--- src/rtl/i2c_ptr_pkg.sv ---
package i2c_ptr_pkg;

   localparam int BYTE_W = 8;
   localparam int BIT_CNT_W = 4;

   typedef enum logic [2:0] {
      ST_IDLE,
      ST_DEVADR,
      ST_PTR,
      ST_WDATA,
      ST_RDATA,
      ST_MACK
   } tgt_state_t;

endpackage

--- src/rtl/i2c_ptr_edge.sv ---
module i2c_ptr_edge #(
   parameter logic IDLE_LVL = 1'b1
) (
   input  logic clk,
   input  logic rst_n,
   input  logic lvl_i,
   output logic rise_o,
   output logic fall_o
);

   logic lvl_q;

   always_ff @(posedge clk or negedge rst_n) begin
      if (!rst_n) lvl_q <= IDLE_LVL;
      else        lvl_q <= lvl_i;
   end

   assign rise_o = lvl_i & ~lvl_q;
   assign fall_o = ~lvl_i & lvl_q;

endmodule

--- src/rtl/i2c_ptr_decode.sv ---
module i2c_ptr_decode #(
   parameter int ADDR_W     = 8,
   parameter int LIN_LAST   = 7,
   parameter bit HAS_EXTRA  = 1'b1,
   parameter int EXTRA_ADDR = 11
) (
   input  logic [ADDR_W-1:0] addr_i,
   output logic              hit_o
);

   logic lin_hit;
   logic extra_hit;

   assign lin_hit = int'(addr_i) <= LIN_LAST;

   generate
      if (HAS_EXTRA) begin : g_extra
         assign extra_hit = int'(addr_i) == EXTRA_ADDR;
      end else begin : g_no_extra
         assign extra_hit = 1'b0;
      end
   endgenerate

   assign hit_o = lin_hit | extra_hit;

endmodule

--- src/rtl/i2c_ptr_target.sv ---
module i2c_ptr_target
   import i2c_ptr_pkg::*;
#(
   parameter int           ADDR_W      = 8,
   parameter logic [5:0]   DEV_ADDR_HI = 6'b101011,
   parameter int           LIN_LAST    = 7,
   parameter int           RO_LAST     = 1,
   parameter bit           HAS_EXTRA   = 1'b1,
   parameter int           EXTRA_ADDR  = 11
) (
   input  logic              clk,
   input  logic              rst_n,
   input  logic              scl_i,
   input  logic              sda_i,
   input  logic              start_i,
   input  logic              stop_i,
   input  logic              addr_sel_i,
   output logic              sda_pull_o,
   output logic [ADDR_W-1:0] reg_addr_o,
   output logic [7:0]        reg_wdata_o,
   output logic              reg_wr_o,
   input  logic [7:0]        reg_rdata_i,
   output logic              reg_hit_o
);

   localparam int MAX_PTR = (1 << ADDR_W) - 1;
   localparam logic [BIT_CNT_W-1:0] LAST_BIT = BIT_CNT_W'(BYTE_W);

   generate
      if (ADDR_W < 1 || ADDR_W > BYTE_W) begin : g_bad_aw
         $error("ADDR_W must lie between 1 and the byte width");
      end
      if (LIN_LAST < 0 || LIN_LAST > MAX_PTR) begin : g_bad_lin
         $error("LIN_LAST outside the pointer range");
      end
      if (RO_LAST > LIN_LAST) begin : g_bad_ro
         $error("RO_LAST must not exceed LIN_LAST");
      end
      if (HAS_EXTRA && (EXTRA_ADDR <= LIN_LAST || EXTRA_ADDR > MAX_PTR)) begin : g_bad_extra
         $error("EXTRA_ADDR must lie above the linear range and inside the pointer range");
      end
   endgenerate

   tgt_state_t         state;
   logic [BIT_CNT_W-1:0] cnt;
   logic [BYTE_W-1:0]  shreg;
   logic [ADDR_W-1:0]  ptr;
   logic               drive;
   logic               in_ack;
   logic               rw;

   logic scl_rise, scl_fall;
   logic ptr_hit, rx_hit, ptr_wr_ok;
   logic dev_match;
   logic [BYTE_W-1:0] tx_byte;
   logic byte_end, quiet;
   logic ptr_load;

   i2c_ptr_edge #(.IDLE_LVL(1'b1)) u_scl_edge (
      .clk    (clk),
      .rst_n  (rst_n),
      .lvl_i  (scl_i),
      .rise_o (scl_rise),
      .fall_o (scl_fall)
   );

   i2c_ptr_decode #(
      .ADDR_W(ADDR_W), .LIN_LAST(LIN_LAST),
      .HAS_EXTRA(HAS_EXTRA), .EXTRA_ADDR(EXTRA_ADDR)
   ) u_dec_ptr (
      .addr_i (ptr),
      .hit_o  (ptr_hit)
   );

   i2c_ptr_decode #(
      .ADDR_W(ADDR_W), .LIN_LAST(LIN_LAST),
      .HAS_EXTRA(HAS_EXTRA), .EXTRA_ADDR(EXTRA_ADDR)
   ) u_dec_rx (
      .addr_i (shreg[ADDR_W-1:0]),
      .hit_o  (rx_hit)
   );

   assign ptr_wr_ok = ptr_hit && (int'(ptr) > RO_LAST);
   assign dev_match = (shreg[7:1] == {DEV_ADDR_HI, addr_sel_i});
   assign tx_byte   = ptr_hit ? reg_rdata_i : '0;
   assign quiet     = !start_i && !stop_i;
   assign byte_end  = quiet && !in_ack && scl_fall && (cnt == LAST_BIT);
   assign ptr_load  = byte_end && (state == ST_PTR);

   assign reg_wr_o    = byte_end && (state == ST_WDATA) && ptr_wr_ok;
   assign reg_addr_o  = ptr;
   assign reg_wdata_o = shreg;
   assign reg_hit_o   = ptr_hit;
   assign sda_pull_o  = drive;

   always_ff @(posedge clk or negedge rst_n) begin
      if (!rst_n) begin
         state  <= ST_IDLE;
         cnt    <= '0;
         shreg  <= '0;
         ptr    <= '0;
         drive  <= 1'b0;
         in_ack <= 1'b0;
         rw     <= 1'b0;
      end else if (start_i) begin
         state  <= ST_DEVADR;
         cnt    <= '0;
         in_ack <= 1'b0;
         drive  <= 1'b0;
      end else if (stop_i) begin
         state  <= ST_IDLE;
         cnt    <= '0;
         in_ack <= 1'b0;
         drive  <= 1'b0;
      end else begin
         unique case (state)
            ST_DEVADR, ST_PTR, ST_WDATA: begin
               if (in_ack) begin
                  if (scl_fall) begin
                     in_ack <= 1'b0;
                     drive  <= 1'b0;
                     if (state == ST_DEVADR) begin
                        if (rw) begin
                           state <= ST_RDATA;
                           shreg <= tx_byte;
                           drive <= ~tx_byte[BYTE_W-1];
                           cnt   <= '0;
                        end else begin
                           state <= ST_PTR;
                        end
                     end else if (state == ST_PTR) begin
                        state <= ST_WDATA;
                     end
                  end
               end else if (scl_rise && cnt != LAST_BIT) begin
                  shreg <= {shreg[BYTE_W-2:0], sda_i};
                  cnt   <= cnt + 1'b1;
               end else if (scl_fall && cnt == LAST_BIT) begin
                  cnt <= '0;
                  if (state == ST_DEVADR) begin
                     if (dev_match) begin
                        in_ack <= 1'b1;
                        drive  <= 1'b1;
                        rw     <= shreg[0];
                     end else begin
                        state <= ST_IDLE;
                     end
                  end else if (state == ST_PTR) begin
                     ptr    <= shreg[ADDR_W-1:0];
                     in_ack <= 1'b1;
                     drive  <= rx_hit;
                  end else begin
                     ptr    <= ptr + 1'b1;
                     in_ack <= 1'b1;
                     drive  <= ptr_wr_ok;
                  end
               end
            end
            ST_RDATA: begin
               if (scl_rise && cnt != LAST_BIT) begin
                  cnt <= cnt + 1'b1;
               end else if (scl_fall && cnt != '0) begin
                  if (cnt == LAST_BIT) begin
                     drive <= 1'b0;
                     state <= ST_MACK;
                     ptr   <= ptr + 1'b1;
                     cnt   <= '0;
                  end else begin
                     shreg <= {shreg[BYTE_W-2:0], 1'b0};
                     drive <= ~shreg[BYTE_W-2];
                  end
               end
            end
            ST_MACK: begin
               if (scl_rise) begin
                  if (sda_i) state <= ST_IDLE;
                  else       cnt   <= 4'd1;
               end else if (scl_fall && cnt == 4'd1) begin
                  state <= ST_RDATA;
                  shreg <= tx_byte;
                  drive <= ~tx_byte[BYTE_W-1];
                  cnt   <= '0;
               end
            end
            default: ;
         endcase
      end
   end

   // the SDA drive never moves while SCL is high
   a_r2_stable_high: assert property (@(posedge clk) disable iff (!rst_n)
      (scl_i && $past(scl_i) && !$past(start_i) && !$past(stop_i)) |-> $stable(sda_pull_o));

   // writes reach the register file only at writable, implemented addresses
   a_r4_write_target: assert property (@(posedge clk) disable iff (!rst_n)
      reg_wr_o |-> (reg_hit_o && int'(reg_addr_o) > RO_LAST));

   // the pointer either steps by one or is loaded by a pointer byte
   a_r5_ptr_step: assert property (@(posedge clk) disable iff (!rst_n)
      (reg_addr_o != $past(reg_addr_o)) |->
      ((reg_addr_o == ADDR_W'($past(reg_addr_o) + 1'b1)) || $past(ptr_load)));

   // a start releases SDA on the next cycle
   a_r10_start_release: assert property (@(posedge clk) disable iff (!rst_n)
      start_i |=> !sda_pull_o);

   // a master not-acknowledge leaves SDA released
   a_r8_nack_release: assert property (@(posedge clk) disable iff (!rst_n)
      (state == ST_MACK && scl_rise && sda_i && quiet) |=> (!sda_pull_o && state == ST_IDLE));

endmodule

--- config.mk ---
export PLATFORM = sky130hd
export DESIGN_NAME = i2c_ptr_target
export DESIGN_NICKNAME = d
export VERILOG_FILES = /design/src/rtl/i2c_ptr_pkg.sv /design/src/rtl/i2c_ptr_edge.sv /design/src/rtl/i2c_ptr_decode.sv /design/src/rtl/i2c_ptr_target.sv
export SDC_FILE = /design/constraint.sdc
export NUM_CORES = 1
export LEC_CHECK = 0
export CAP_MARGIN = 5
export CELL_PAD_IN_SITES_DETAIL_PLACEMENT = 1
export CELL_PAD_IN_SITES_GLOBAL_PLACEMENT = 2
export CORE_MARGIN = 3
export CORE_UTILIZATION = 30
export CTS_CLUSTER_DIAMETER = 200
export DETAILED_ROUTE_END_ITERATION = 7
export PLACE_DENSITY = 0.75
export RECOVER_POWER = 100
export SLEW_MARGIN = 20
export SYNTH_ARGS = -nofsm -noshare
export SYNTH_HDL_FRONTEND = slang
export SYNTH_SLANG_ARGS = --single-unit
--- constraint.sdc ---
create_clock -name clk -period 2.7 [get_ports clk]
set_input_delay 0.27 -clock clk [delete_from_list [all_inputs] [get_ports clk]]
set_output_delay 0.27 -clock clk [all_outputs]
set_load 0.02 [all_outputs]
After elaboration in Yosys (flattened, before gate mapping)

Cells that the tools add are included.

Register bits: 27
Bits in latches: 0
Bits in writable memories: 0
Bits in read-only memories: 0
Input bits: 15
Output and inout bits: 19
Logic and storage cells: 176
Memories: 0

Add/sub/neg operators: 2
Multipliers: 0
Divide/modulo/power cells: 0
$lt $le $gt $ge: 3
Equality and inequality tests: 45
Shift-type cells: 0
Mux-type cells: 80
Bitwise logic cells: 12
Reductions and logical operators: 26

Operators with widths:

| cell                                                                              | count |
|---|---|
| 8-bit 2-to-1 mux                                                                  | 19 |
| 5-bit inequality test (second input constant)                                     | 13 |
| 4-bit 2-to-1 mux                                                                  | 14 |
| 3-bit 2-to-1 mux                                                                  | 17 |
| 1-bit 2-to-1 mux                                                                  | 25 |
| 4-bit inequality test (second input constant)                                     | 6 |
| 8-bit one-hot mux with 3 select lines                                             | 1 |
| 12-bit AND reduction                                                              | 2 |
| 2-bit inequality test (second input constant)                                     | 10 |
| 9-bit AND reduction                                                               | 2 |
| 8-bit by 5-bit == test with 1-bit output (second input constant)                  | 2 |
| 8-bit by 3-bit less-or-equal comparator with 1-bit output (second input constant) | 2 |
| 8-bit one-hot mux with 2 select lines                                             | 1 |
| 3-bit inequality test (second input constant)                                     | 4 |
| 6-bit inequality test (second input constant)                                     | 2 |
| 4-bit one-hot mux with 3 select lines                                             | 1 |
| 1-bit logical AND                                                                 | 11 |
| 10-bit AND reduction                                                              | 1 |
| 3-bit one-hot mux with 3 select lines                                             | 1 |
| 8-bit by 1-bit adder with 8-bit output (second input constant)                    | 1 |
| 8-bit by 1-bit greater-than comparator with 1-bit output (second input constant)  | 1 |
| 1-bit inverter                                                                    | 8 |
| 8-bit AND reduction                                                               | 1 |
| 7-bit == test                                                                     | 1 |
| other kinds (15)                                                                  | 22 |

Longest topological paths before layout

Depth in word-level cells: 11
Mapped depth: 9

Cells and area by module

A second synthesis with hierarchy kept.

Cell total of the unflattened synthesis: 253
Area total of the unflattened synthesis: 2224.6 um^2

By module, submodules not included:

| module         | instances | cells an instance | area each (um^2) | sequential area each (um^2) |
|---|---|---|---|---|
| i2c_ptr_target | 1         | 244               | 2143.3           | 650.6 |
| i2c_ptr_edge   | 1         | 3                 | 41.3             | 26.3 |
| i2c_ptr_decode | 2         | 3                 | 20.0             | 0.0 |

Worst setup path after synthesis

No wires, ideal clock.

Path type: register -> output
From: register ptr[5], in the netlist reg_addr_o[5]
To: output reg_wr_o
Arrival time: 2.150 ns
Path slack: 0.280 ns
Cell stages (with the launch flop): 5
Path buffers: 0
Cell sequence: dfrtp_1 -> or4_1 -> a21oi_1 -> nand3_1 -> nor3_1

Word-level cells in the longest chain between the ends: 4

RTL lines:

| item                                                                                                                  | RTL line                                   | text |
|---|---|---|
| start, declared                                                                                                       | i2c_ptr_target.sv:47                       | `logic [ADDR_W-1:0] ptr;` |
| start signal, assigned                                                                                                | i2c_ptr_target.sv:149                      | `ptr <= shreg[ADDR_W-1:0];` |
| start signal, assigned                                                                                                | i2c_ptr_target.sv:153                      | `ptr <= ptr + 1'b1;` |
| start signal, assigned                                                                                                | i2c_ptr_target.sv:166                      | `ptr <= ptr + 1'b1;` |
| 8-bit by 3-bit less-or-equal comparator with 1-bit output or 8-bit by 5-bit == test with 1-bit output (tied branches) | i2c_ptr_decode.sv:14, i2c_ptr_decode.sv:18 |  |
| 1-bit OR *                                                                                                            | i2c_ptr_decode.sv:24                       | `assign hit_o = lin_hit \| extra_hit;` |
| named net reg_hit_o                                                                                                   | i2c_ptr_target.sv:23                       | `output logic reg_hit_o` |
| 1-bit logical AND *                                                                                                   | i2c_ptr_target.sv:83                       | `assign ptr_wr_ok = ptr_hit && (int'(ptr) > RO_LAST);` |
| 1-bit logical AND *                                                                                                   | i2c_ptr_target.sv:90                       | `assign reg_wr_o = byte_end && (state == ST_WDATA) && ptr_wr_ok;` |
| end, declared                                                                                                         | i2c_ptr_target.sv:21                       | `output logic reg_wr_o,` |

Mark *: on every way through the listed nets, which the timed path passes. The rest lies on a longest branch.

Worst setup path after layout

From: register ptr[6], in the netlist reg_addr_o[6]
To: output reg_hit_o

Word-level cells in the longest chain between the ends: 2

RTL lines:

| item                                                                                                                  | RTL line |
|---|---|
| 8-bit by 3-bit less-or-equal comparator with 1-bit output or 8-bit by 5-bit == test with 1-bit output (tied branches) | i2c_ptr_decode.sv:14, i2c_ptr_decode.sv:18 |
| 1-bit OR *                                                                                                            | i2c_ptr_decode.sv:24 |
| end, declared                                                                                                         | i2c_ptr_target.sv:23 |

Mark *: on every way between the ends. The rest lies on a longest branch, timed or not.

==> flow_summary.yaml <==
status:
  status: "finished, violations left"
  violations: "max-capacitance violations, max-slew violations"
pwr:
  p_per_area_mw_per_mm2: 453
  switching_share_pct: 37.2
  seqPwrFrac_pct: 48.5
  power.net_switching_uw: 423
  leakagePower_nw: 1.01
  peakVddDrop_uv: 364
  combPwrFrac_pct: 29.8
  pwr-share-clk_pct: 21.7
  intPower_uw: 712
floorplanning:
  pin_count: 34
  die_y_microns: 86.5
  core_sq_mm: 0.00610
  die_w_microns: 86.5
  start_util_pct: 31.9
  rows: 28
  die_area_sq_mm: 0.00749
critical_path:
  arrival_ns: 2.25
  crit_fanout: 6
  crit_end: "reg_hit_o"
  reg2regPathDepth: 9
  crit_chain: "or4_1 -> a21oi_1 -> buf_4 -> dlygate4sd3_1"
  r2r_setup_slack_ns: 0.23
  required_ns: 2.43
  cp_slowest_cell: "dlygate4sd3_1"
  slowest_delay_ns: 0.67
  critPathKind: "register to output port"
  r2r-end: "reg_wdata_o[5]"
  r2r_start: "cnt[1]"
  crit_start: "reg_addr_o[6]"
  cp-end-kind: "output port"
  worstSetupStartpointType: "register"
synthesis:
  syn_avg_cell_area_sq_um: 8.28
  synth-xor-area-share_pct: 0.450
  synth.distinct_cells: 55
  syn_area_sq_mm: 0.00195
  synth-compound-area-share_pct: 27.6
  async_reset_ff_share_pct: 100
  syn-num-nets: 256
  synth-adder-area-share_pct: 3.86
  synth_ff_type: "dfrtp_1"
  syn_inst: 235
  synth_warnings: 0
  synth_top_family_by_area: "compound AO/OA/AOI/OAI gates"
  synthMuxAreaShare_pct: 1.61
  synth-simple-area-share_pct: 26.9
  synth-seq-area-share_pct: 34.8
  synth.ff_latch_count: 27
  synth_edf_count: 0
detailed_routing:
  wirelength_microns: 6380
  drcViolationCount: 0
  ant_nets: 0
  vias: 2041
  drtIter0Drc: 146
  wl_per_cell_microns: 17.8
  drt_pre_antenna_iters: 4
  drt-vias-per-instance: 5.69
clock_tree:
  numClockSinks: 27
  cts_tree: "built"
  cts_buffers: 3
  root_buffer: "clkbuf_8"
  insertion_delay_ns: 0.28
  clk_pin_slew_ns: 0.10
  cts.htree.levels: 1
  holdBufCountCts: 0
  clockBufferDepth: 2
sta:
  final_hold_viol_count: 0
  fin_setup_tns_ns: 0
  worst-slew-pin-transition_ns: 1.64
  drv_slew: 28
  fmax_mhz: 396
  rsz0062_at_grt: "false"
  setup_viol: 0
  fin_worst_skew_ns: 0.00573
  worst_slack_ns: 0.176
  finalCritPeriodShare_pct: 93.5
  slew_headroom_pct: -9.23
  finalCriticalPeriod_ns: 2.52
global_route:
  grt_pass1_vias: 2065
  overflow: 0
  grt_pass1_wl_microns: 10600
  grt_max_degree: 28
  grt_antenna_before_repair: 0
  grt.total_usage_pct: 17.8
layout:
  layout_commonest_cell: "dfrtp_1"
  final_cell_count_no_fill: 359
  seq_area_sq_um: 677
  drive_above_1_share_pct: 12.3
  final_util_pct: 41.1
  fin_area_sq_mm: 0.00251
  diodes: 0
  final_cell_mix: "26 x dfrtp_1, 24 x nor2_1, 21 x a21oi_1, 19 x dlygate4sd3_1"
  final_nets: 306
  n_fill_cell: 760
  multiInputGateArea_sq_mm: 0.00117
  area_growth_pct: 28.9
worst_hold_path:
  min_path_type: "register to register"
placement:
  dp_slack_ns: -0.0147
  gp_congestion: 0.904
  placed_area_sq_mm: 0.00249
  hpwl_microns: 4780
  place.port_buffers: 33
  dpl.cell_count: 355
flow_run:
  max-cap-violations: 1
critical path, delay by kind of cell, from the launching register on:
| kind | cells | cell delay, ns |
|---|---|---|
| buffers and inverters | 2 | 0.84 |
| DFF | 1 | 0.45 |
| AOI/OAI and AO/OA | 1 | 0.18 |
| and+or+nand+nor | 1 | 0.51 |
cell usage after synthesis, types with 2 or more instances:
library cell / number / area share, %
nand4_1: 4 / 1.3
buf_2: 2 / 0.51
mux2i_1: 2 / 1.0
nand3b_1: 2 / 0.77
dfrtp_1: 26 / 33
ha_1: 6 / 3.9
clkbuf_1: 8 / 1.5
buf_6: 2 / 1.2
o31ai_1: 3 / 1.2
a31oi_1: 2 / 0.64
and3_1: 4 / 1.3
o22ai_1: 2 / 0.64
nand2b_1: 7 / 2.3
or3_1: 4 / 1.3
nand2_1: 15 / 2.9
nor3b_1: 2 / 0.77
a21oi_2: 3 / 1.4
a21oi_1: 21 / 5.4
nor4_1: 6 / 1.9
a22oi_1: 8 / 3.1
nand3_1: 12 / 3.1
o22a_1: 2 / 0.90
inv_1: 8 / 1.5
nor3_1: 9 / 2.3
a2bb2oi_1: 3 / 1.4
nor2b_1: 4 / 1.3
nor2_1: 24 / 4.6
o21ai_0: 17 / 4.4
kinds of logic (layout without fill, tap and decap cells):
logic type | after synthesis | count (layout)
adders and majority gates | 6 | 6
AOI/OAI and AO/OA | 78 | 78
muxes | 3 | 3
xor gates and xnor gates | 1 | 1
and+or+nand+nor | 100 | 100
buffers and inverters | 20 | 69
DFF | 27 | 27
registers in the layout (all words and copies together) (netlist names):
name / flops
reg_addr_o: 8
reg_wdata_o: 8
cnt: 4
state: 3
in_ack: 1
rw: 1
sda_pull_o: 1
u_scl_edge.lvl_q: 1
layer usage:
metal | global-route usage (%) | part of all wire [%] | wire length (microns)
met5 | 0 | 0 | 0
met4 | 2.55 | 0.56 | 36
met1 | 26.0 | 49 | 3120
met3 | 2.66 | 4.0 | 256
met2 | 28.5 | 46 | 2960
power by group through the flow:
stage	Sequential, mW	Clock (mW)	Combinational, mW
after floorplan	0.570	0	0.141
after global routing	0.562	0.270	0.372
final	0.550	0.246	0.339
after detailed placement	0.559	0	0.362
after CTS	0.551	0.263	0.363
after global placement	0.558	0	0.356
how the worst min path moves through the flow:
stage	cells past startpoint	slack, ns	to	start
2_1_floorplan	0	-0.03	cnt[0]	rst_n
3_3_place_gp	2	0.51	sda_pull_o	sda_pull_o
3_5_place_dp	2	0.55	sda_pull_o	sda_pull_o
4_1_cts	2	0.39	cnt[0]	rst_n
5_1_grt	2	0.58	u_scl_edge.lvl_q	scl_i
6_report	2	0.57	reg_addr_o[7]	reg_addr_o[7]
what timing repair did:
action	CTS	global route
setup endpoints to repair	1	3
buffers inserted	0	0
resized for setup	1	4
gates cloned	0	0
area by class of cell:
type	instances	area share, %
tap	75	3.74
sequential	27	27.0
clock buffer	3	1.65
clock inverter	1	0.299
inverter	8	1.20
timing repair buffer	57	19.3
multi-input combinational	188	46.9
through the flow:
stage | total power, mW | hold WS, ns
after floorplan | 0.712 | -0.0256
after global routing | 1.20 | 0.583
final | 1.14 | 0.569
after global placement | 0.914 | 0.510
after CTS | 1.18 | 0.386
after detailed placement | 0.920 | 0.549
(Power assumes the default switching activity.)
